**src/rtl/pic8_pkg.sv**
```systemverilog
package pic8_pkg;
    localparam int NLVL = 8;
    localparam int LW   = $clog2(NLVL);

    typedef logic [LW-1:0] lvl_t;

    typedef struct packed {
        logic hit;
        lvl_t lvl;
    } pick_t;

    function automatic logic wins_status(pick_t p, logic grp, lvl_t stat);
        return p.hit && (!grp || (p.lvl > stat));
    endfunction
endpackage

```
**src/rtl/pic8_req_latch.sv**
```systemverilog
module pic8_req_latch
    import pic8_pkg::*;
(
    input  logic            clk,
    input  logic            rst,
    input  logic            we,
    input  lvl_t            line,
    input  logic            val,
    output logic [NLVL-1:0] req_n
);
    for (genvar g = 0; g < NLVL; g++) begin : g_bit
        always_ff @(posedge clk) begin
            if (rst)
                req_n[g] <= 1'b1;
            else if (we && (line == lvl_t'(g)))
                req_n[g] <= val;
        end
    end
endmodule

```
**src/rtl/pic8_prio.sv**
```systemverilog
module pic8_prio
    import pic8_pkg::*;
(
    input  logic [NLVL-1:0] req_n,
    output pick_t           pick
);
    logic [NLVL-1:0] clear_above;
    logic [NLVL-1:0] win;

    assign clear_above[NLVL-1] = 1'b1;
    for (genvar g = 0; g < NLVL - 1; g++) begin : g_chain
        assign clear_above[g] = clear_above[g+1] & req_n[g+1];
    end

    for (genvar g = 0; g < NLVL; g++) begin : g_win
        assign win[g] = ~req_n[g] & clear_above[g];
    end

    always_comb begin
        pick.hit = |win;
        pick.lvl = '0;
        for (int i = 0; i < NLVL; i++) begin
            if (win[i])
                pick.lvl = lvl_t'(i);
        end
    end
endmodule

```
**src/rtl/pic8_ctrl.sv**
```systemverilog
module pic8_ctrl
    import pic8_pkg::*;
(
    input  logic  clk,
    input  logic  rst,
    input  logic  stat_we,
    input  lvl_t  stat_lvl,
    input  logic  stat_grp,
    input  logic  chain_en_in,
    input  pick_t pick,
    output lvl_t  level_q,
    output logic  irq_q,
    output logic  enlg_q,
    output lvl_t  stat_q,
    output logic  grp_q
);
    logic lock_q;
    logic grant;

    assign grant = !stat_we && !lock_q && chain_en_in && wins_status(pick, grp_q, stat_q);

    always_ff @(posedge clk) begin
        if (rst) begin
            level_q <= '0;
            irq_q   <= 1'b0;
            enlg_q  <= 1'b1;
            stat_q  <= '0;
            grp_q   <= 1'b0;
            lock_q  <= 1'b0;
        end else begin
            irq_q <= grant;
            if (stat_we) begin
                stat_q <= stat_lvl;
                grp_q  <= stat_grp;
                lock_q <= 1'b0;
                enlg_q <= 1'b1;
            end else if (grant) begin
                level_q <= pick.lvl;
                lock_q  <= 1'b1;
                enlg_q  <= 1'b0;
            end
        end
    end
endmodule

```
**src/rtl/pic8_irq_unit.sv**
```systemverilog
module pic8_irq_unit
    import pic8_pkg::*;
(
    input  logic          clk,
    input  logic          rst,
    input  logic          req_we,
    input  logic [LW-1:0] req_line,
    input  logic          req_val,
    input  logic          stat_we,
    input  logic [LW-1:0] stat_lvl,
    input  logic          stat_grp,
    input  logic          chain_en_in,
    output logic          chain_en_out,
    output logic          irq,
    output logic [LW-1:0] level
);
    logic [NLVL-1:0] req_n;
    pick_t           pick;
    lvl_t            stat_q;
    logic            grp_q;

    pic8_req_latch u_latch (
        .clk  (clk),
        .rst  (rst),
        .we   (req_we),
        .line (req_line),
        .val  (req_val),
        .req_n(req_n)
    );

    pic8_prio u_prio (
        .req_n(req_n),
        .pick (pick)
    );

    pic8_ctrl u_ctrl (
        .clk        (clk),
        .rst        (rst),
        .stat_we    (stat_we),
        .stat_lvl   (stat_lvl),
        .stat_grp   (stat_grp),
        .chain_en_in(chain_en_in),
        .pick       (pick),
        .level_q    (level),
        .irq_q      (irq),
        .enlg_q     (chain_en_out),
        .stat_q     (stat_q),
        .grp_q      (grp_q)
    );
endmodule

```
**config.mk**
```make
export PLATFORM = sky130hd
export DESIGN_NAME = pic8_irq_unit
export DESIGN_NICKNAME = d
export VERILOG_FILES = /design/src/rtl/pic8_pkg.sv /design/src/rtl/pic8_req_latch.sv /design/src/rtl/pic8_prio.sv /design/src/rtl/pic8_ctrl.sv /design/src/rtl/pic8_irq_unit.sv
export SDC_FILE = /design/constraint.sdc
export NUM_CORES = 1
export LEC_CHECK = 0
export ABC_AREA = 1
export BUFFER_PORTS_ARGS = -buffer_cell sky130_fd_sc_hd__buf_2
export CAP_MARGIN = 20
export CELL_PAD_IN_SITES_DETAIL_PLACEMENT = 0
export CELL_PAD_IN_SITES_GLOBAL_PLACEMENT = 2
export CORE_MARGIN = 1.5
export CORE_UTILIZATION = 26
export CTS_CLUSTER_SIZE = 24
export DETAILED_ROUTE_END_ITERATION = 10
export GPL_TIMING_DRIVEN = 1
export HOLD_SLACK_MARGIN = 0.08
export PLACE_DENSITY_LB_ADDON = 0.1
export SLEW_MARGIN = 25
export SYNTH_ARGS = -nofsm -noshare
export SYNTH_HDL_FRONTEND = slang
export SYNTH_HIERARCHICAL = 1
export SYNTH_SLANG_ARGS = --single-unit
```
**constraint.sdc**
```tcl
create_clock -name clk -period 1.4 [get_ports clk]
set_clock_uncertainty 0.05 [all_clocks]
set_input_delay 0.07 -clock clk [delete_from_list [all_inputs] [get_ports clk]]
set_output_delay 0.07 -clock clk [all_outputs]
set_load 0.01 [all_outputs]
```
==> results of run 1 <==
worst register-to-register path: stages (launching register included):
cell and delay [ps]:
dfxtp_2 370, nand2_4 70, or2_1 230, nand3_2 70
inv_2 50, ha_4 150, inv_2 50, nand3_2 60
nand2_2 60, nand2_2 60, nand2_4 130, nand2_4 80
nand2_2 70, nand2_1 40
cell families after synthesis:
family | after synthesis | share of synthesized area (%)
buffers and inverters | 19 | 8.52
DFF | 18 | 40.9
adders and majority gates | 3 | 4.26
and+or+nand+nor | 71 | 37.9
AOI/OAI and AO/OA | 13 | 8.38
power by group:
part | internal (µW) | switching, µW | leakage, µW
logic | 160 | 173 | 0.000484
registers | 538 | 17.4 | 0.000145
clock network | 100 | 159 | 0.0000138
total | 798 | 350 | 0.000643
per-layer routing:
metal	global-route usage (%)	routed length, µm
met1	17.7	1100
met2	21.3	990
met3	4.41	95
met4	4.04	15
met5	0	0
how the worst max path moves through the flow:
stage	endpoint	slack [ps]	depth (start not counted)
after floorplan	u_ctrl/enlg_q	-130	11
after global placement	u_ctrl/enlg_q	-300	14
after detailed placement	u_ctrl/enlg_q	-280	14
after CTS	u_ctrl/level_q[0]	-200	13
after global routing	u_ctrl/enlg_q	-310	13
final	u_ctrl/enlg_q	-210	13
cells in the mapped netlist:
| library cell | instances |
|---|---|
| nand4_1 | 1 |
| or2_1 | 1 |
| a21boi_2 | 1 |
| nand2_1 | 31 |
| dfxtp_1 | 18 |
| clkbuf_4 | 1 |
| a21oi_1 | 7 |
| nor2_4 | 1 |
| nor2_2 | 3 |
| inv_1 | 17 |
| o21bai_1 | 1 |
| o21ai_1 | 1 |
| nand3_1 | 22 |
| nor3_4 | 1 |
| nor2_1 | 8 |
| ha_1 | 3 |
| nand2_2 | 3 |
| o21ai_0 | 3 |
| inv_2 | 1 |
state kept, by name (all words and copies together), names as in the netlist:
register        count
u_latch/req_n       8
u_ctrl/lock_q       1
u_ctrl/level_q      3
u_ctrl/grp_q        1
u_ctrl/stat_q       3
u_ctrl/irq_q        1
u_ctrl/enlg_q       1
stage by stage:
step	hold slack, ps	power, µW	setup WS [ps]	util (%)
finish	60.1	1150	-206	43.0
global route	101	1230	-312	43.0
CTS	88.1	1160	-197	42.2
detailed placement	251	802	-278	34.8
global placement	243	801	-295	34.8
floorplan	89.1	717	-133	-
placed cells by master (no fill, tap or decap), types with 6 or more instances in the layout:
| cell | n |
|---|---|
| inv_1 | 13 |
| nand3_2 | 6 |
| buf_2 | 17 |
| nand3_1 | 16 |
| dlygate4sd3_1 | 12 |
| buf_4 | 8 |
| nor2_1 | 7 |
| nand2_1 | 26 |
| dfxtp_1 | 13 |
repair_timing:
| action | in CTS | in global routing |
|---|---|---|
| setup endpoints to repair | 6 | 7 |
| hold buffers | 13 | 0 |
| buffers inserted | 2 | 0 |
| hold endpoints to repair | 14 | 0 |
| pin swaps | 8 | 9 |
| gates resized for setup | 17 | 10 |
layout make-up:
type | count | area, µm²
fill | 338 | 1780
multi-input combinational | 87 | 567
sequential | 18 | 367
timing repair buffer | 37 | 265
inverter | 18 | 67.6
tap | 44 | 55.1
clock buffer | 3 | 22.5
==> results.md, run 1 <==
* Synth Instances at 124
* Crit path max-delay cell type: dfxtp_2
* R2R depth at 13
* Drt wl/cell at 10.6 µm
* Die width at 61.2 µm
* Static Leak at 0.000643 µW
* Placeable Area at 3130 µm²
* Initial core utilization at 28.2%
* Cell Count, Final, Fillers Out at 207
* Worst r2r dst: u_ctrl/enlg_q
* Slew Viols, Final at 0
* CTS Sinks at 18
* # rows at 20
* Setup TNS at -1150 ps
* Failing checks: negative setup slack
* Crit path launch type: register
* Die Y at 61.2 µm
* Nets@finish at 181
* Post-synth top area cell: dfxtp_1
* Placed wire-length estimate at 1.60 mm
* Sequential fraction of the synthesis area at 40.9%
* Clk buf depth at 2
* Routed Antenna Nets at 0
* Largest stage delay, worst path at 370 ps
* Fin area at 1340 µm²
* Min-Delay Path Class: in2reg
* Arr. time, crit path at 1750 ps
* Power Dens Cells at 855 nW/µm²
* Status: complete, but fails checks
* Drt first pass iters at 4
* Reg2reg start: u_latch/req_n[6]
* Hold Crit Depth at 4
* Worst hold start: req_line[2]
* Synth-to-layout area growth at 52.6%
* Iteration-0 DRC Markers at 18
* Initial antenna violation count at 0
* First-pass GRT wire length at 3.75 mm
* Mapped Area at 881 µm²
* Largest net degree at the start of global routing at 10
* Top post-synthesis cells by area: dfxtp_1, nand2_1, nand3_1, inv_1, ha_1
* Root buf cell: clkbuf_4
* CTS tree: yes
* Cells after DPL at 190
* Syn nets at 140
* Hold endpoint: u_latch/req_n[7]
* Synthesized area per cell at 7.10 µm²
* Grt ovf at 0
* I/O pin count at 18
* Port Buffers at 17
* Die area at 3750 µm²
* Num CTS Buffers at 3
* Flop2flop setup slack at -210 ps
* Max Cap Viol at 0
* Final setup vio count at 6
* Delay-heaviest family, CP: simple AND/OR/NAND/NOR gates
* Clock slew at reported path FFs at 100 ps
* Via-to-Cell Ratio at 4.35
* Routability congestion estimate at 0.751
* Global Route Usage Sum at 13.5%
* Layout cells sized above 1 at 40.5%
* # DRC at 0
* Vias at 900
* Achievable frequency at 623 MHz
* Placed inst area at 1090 µm²
* Final hold vios at 0
* Worst-Margin Slew at 370 ps
* Clock latency on the worst-skew pair at 290 ps
* Relative slew slack at 75.2%
* Critical Path RT at 1550 ps
* Vias in the first global route at 907
* WP buf/inv at 2
* Crit end category: register
* Max H-tree Level at 1
* Crit-path max FO at 7
* Worst vdd ir at 0.540 mV
* Ys Warns at 6
* Setup WS post-layout at -206 ps
* CP startpoint: u_latch/req_n[6]
* Synth cell types at 19
* Final Critical Period at 1610 ps
* Diodes inserted at 0
* Critical path class: reg2reg
* RSZ-0062 raised after global routing: true
* Synth top area share at 40.9%
* Crit-path cells: nand2_4, or2_1, nand3_2, inv_2, ha_4, inv_2, nand3_2, nand2_2, nand2_2, nand2_4, nand2_4, nand2_2, nand2_1
* Final Cycle Share at 115%
* Number of synthesized register bits at 18
* DRT Wirelength at 2.20 mm
No activity file was read; power rests on OpenSTA's default activity.
==> run 2: changes to the inputs <==
--- a/config.mk
+++ b/config.mk
@@ -11,7 +11,8 @@
 export CELL_PAD_IN_SITES_DETAIL_PLACEMENT = 0
 export CELL_PAD_IN_SITES_GLOBAL_PLACEMENT = 2
 export CORE_MARGIN = 1.5
-export CORE_UTILIZATION = 26
+export CORE_UTILIZATION = 27
+export CTS_BUF_LIST = sky130_fd_sc_hd__clkbuf_8
 export CTS_CLUSTER_SIZE = 24
 export DETAILED_ROUTE_END_ITERATION = 10
 export GPL_TIMING_DRIVEN = 1
==> results.md, run 2 (synthesis results as in run 1) <==
* Status: complete, but fails checks (unchanged)
* Failing checks: negative setup slack (unchanged)
* Final setup vio count at 6 (unchanged)
* Arr. time, crit path at 1710 ps (was 1750 ps)
* Combinational share of power at 26.6% (was 29.0%)
* Clock latency on the worst-skew pair at 250 ps (was 290 ps)
* Commonest non-fill, non-tap cell in the layout: nand2_1 (unchanged)
* Relative slew slack at 75.8% (was 75.2%)
* RSZ-0062 raised after global routing: true (unchanged)
* Static Leak at 0.000633 µW (was 0.000643 µW)
* Largest net degree at the start of global routing at 10 (unchanged)
* Die Y at 60.1 µm (was 61.2 µm)
* Hold slack at 81.3 ps (was 60.1 ps)
* Diodes inserted at 0 (unchanged)
* Crit-path max FO at 7 (unchanged)
* Final hold vios at 0 (unchanged)
* Slew Viols, Final at 0 (unchanged)
* Final Critical Period at 1610 ps (about the same)
* Root buf cell: clkbuf_8 (was clkbuf_4)
* Core Util, Final at 42.8% (was 43.0%)
* I/O pin count at 18 (unchanged)
* Worst-Margin Slew at 362 ps (was 370 ps)
* Port Buffers at 17 (unchanged)
* Flop2flop setup slack at -210 ps (about the same)
* DRT Wirelength at 2.09 mm (was 2.20 mm)
* Max Cap Viol at 0 (unchanged)
* # DRC at 0 (unchanged)
* Worst vdd ir at 0.353 mV (was 0.540 mV)
* First-pass GRT wire length at 3.65 mm (was 3.75 mm)
* Vias in the first global route at 839 (was 907)
* CTS Sinks at 18 (unchanged)
* Die area at 3610 µm² (was 3750 µm²)
* Clock power share at 28.6% (was 22.6%)
* Clock slew at reported path FFs at 60 ps (was 100 ps)
* Num CTS Buffers at 3 (unchanged)
* Final Cycle Share at 115% (about the same)
* CTS tree: yes (unchanged)
* Placed wire-length estimate at 1.60 mm (about the same)
* Achievable frequency at 619 MHz (was 623 MHz)
* Global Route Usage Sum at 13.9% (was 13.5%)
* Power Dens Cells at 936 nW/µm² (was 855 nW/µm²)
* Max H-tree Level at 1 (unchanged)
* Setup TNS at -1030 ps (was -1150 ps)
* Setup WS post-layout at -215 ps (was -206 ps)
* Cell Count, Final, Fillers Out at 202 (was 207)
* Initial antenna violation count at 0 (unchanged)
* Footprint of the multi-input gates at 577 µm² (was 567 µm²)
* Sequential share of power at 44.9% (was 48.4%)
* Drt first pass iters at 4 (unchanged)
* Nets@finish at 176 (was 181)
* Reg area at 368 µm² (was 367 µm²)
* Crit path launch type: register (unchanged)
* Synth-to-layout area growth at 49.7% (was 52.6%)
* Min-Delay Path Class: in2reg (unchanged)
* Crit-path cells: nand2_4, nor2_4, inv_1, ha_4, nand3_2, nand2_2, nand2_2, nand2_4, nand3_2, nand2_1, nor2_1 (was nand2_4, or2_1, nand3_2, inv_2, ha_4, inv_2, nand3_2, nand2_2, nand2_2, nand2_4, nand2_4, nand2_2, nand2_1)
* Via-to-Cell Ratio at 4.31 (was 4.35)
* Largest stage delay, worst path at 350 ps (was 370 ps)
* P_sw at 352 µW (was 350 µW)
* Iteration-0 DRC Markers at 41 (was 18)
* Grt ovf at 0 (unchanged)
* Commonest cells after routing, fill and taps aside: nand2_1, buf_2, nand3_1 (unchanged)
* Max FFs per register at 8 (unchanged)
* Vias at 871 (was 900)
* Largest Register: u_latch/req_n (unchanged)
* Tot Pwr at 1230 µW (was 1150 µW)
* Drt wl/cell at 10.4 µm (was 10.6 µm)
* Largest registers: u_latch/req_n (8), u_ctrl/level_q (3), u_ctrl/stat_q (3) (unchanged)
* Cells after DPL at 193 (was 190)
* Critical path class: reg2reg (unchanged)
* Die width at 60.1 µm (was 61.2 µm)
* Crit end category: register (unchanged)
* Routability congestion estimate at 0.748 (was 0.751)
* Sw Share at 28.5% (was 30.5%)
* Pint at 882 µW (was 798 µW)
* Routed Antenna Nets at 0 (unchanged)
* Clk buf depth at 2 (unchanged)
* # fillers at 346 (was 338)
* # rows at 20 (unchanged)
* Initial core utilization at 28.6% (was 28.2%)
* Critical Path RT at 1500 ps (was 1550 ps)
* Layout cells sized above 1 at 41.1% (was 40.5%)
* Placeable Area at 3080 µm² (was 3130 µm²)
* Crit path max-delay cell type: dfxtp_2 (unchanged)
run 2: changes by cell type in the layout (fill, tap and decap cells not counted), sizes merged:
cell,change
dlygate4sd3,-7
buf,+2
run 2: power groups by stage:
stage | Clock (µW) | Combinational, µW | Sequential, µW
after floorplan | 0 | 151 | 566
after global placement | 0 | 243 | 564
after detailed placement | 0 | 247 | 564
after CTS | 371 | 325 | 554
after global routing | 391 | 368 | 557
final | 353 | 328 | 554
run 2: layout make-up:
class | instances | area share (%)
multi-input cells | 87 | 43.7
flip-flops and latches | 18 | 27.9
repair buffers | 32 | 15.9
inverters | 18 | 5.12
well taps | 44 | 4.17
clock buffers | 3 | 3.13
run 2: what timing repair did:
| item | CTS | global route |
|---|---|---|
| endpoints found under the hold margin | 6 | 0 |
| gates resized for setup | 20 | 5 |
| setup buffers | 1 | 0 |
| pin swaps | 9 | 4 |
| hold buffers | 5 | 0 |
| setup endpoints to repair | 6 | 6 |
run 2: worst paths after layout:
path,start,to,depth (start not counted)
setup / recovery,u_latch/req_n[7],u_ctrl/level_q[1],11
hold / removal,stat_we,u_ctrl/enlg_q,3
setup reg to reg,u_latch/req_n[7],u_ctrl/level_q[1],11
hold reg to reg,u_ctrl/enlg_q,u_ctrl/enlg_q,2
run 2: worst max-delay path: cells and delay by family (launching register included):
family	cells	cell delay, ps
adder cells (fa/ha/maj)	1	290
buffers and inverters	1	90
AND/OR/NAND/NOR	9	740
flip-flops	1	350
run 2: through the flow:
stage	area, µm²	worst slack, ps
after floorplan	910	-133
after global placement	1110	-251
after detailed placement	1110	-302
after CTS	1300	-200
after global routing	1320	-324
final	1320	-215
run 2: layer usage:
layer / global-route usage, % / vias to the layer above / wire [µm]
met3: 4.55 / 2 / 69
li1: - / 466 / -
met4: 4.44 / 0 / 19
met5: 0 / - / 0
met2: 25.5 / 12 / 1090
met1: 14.8 / 391 / 914
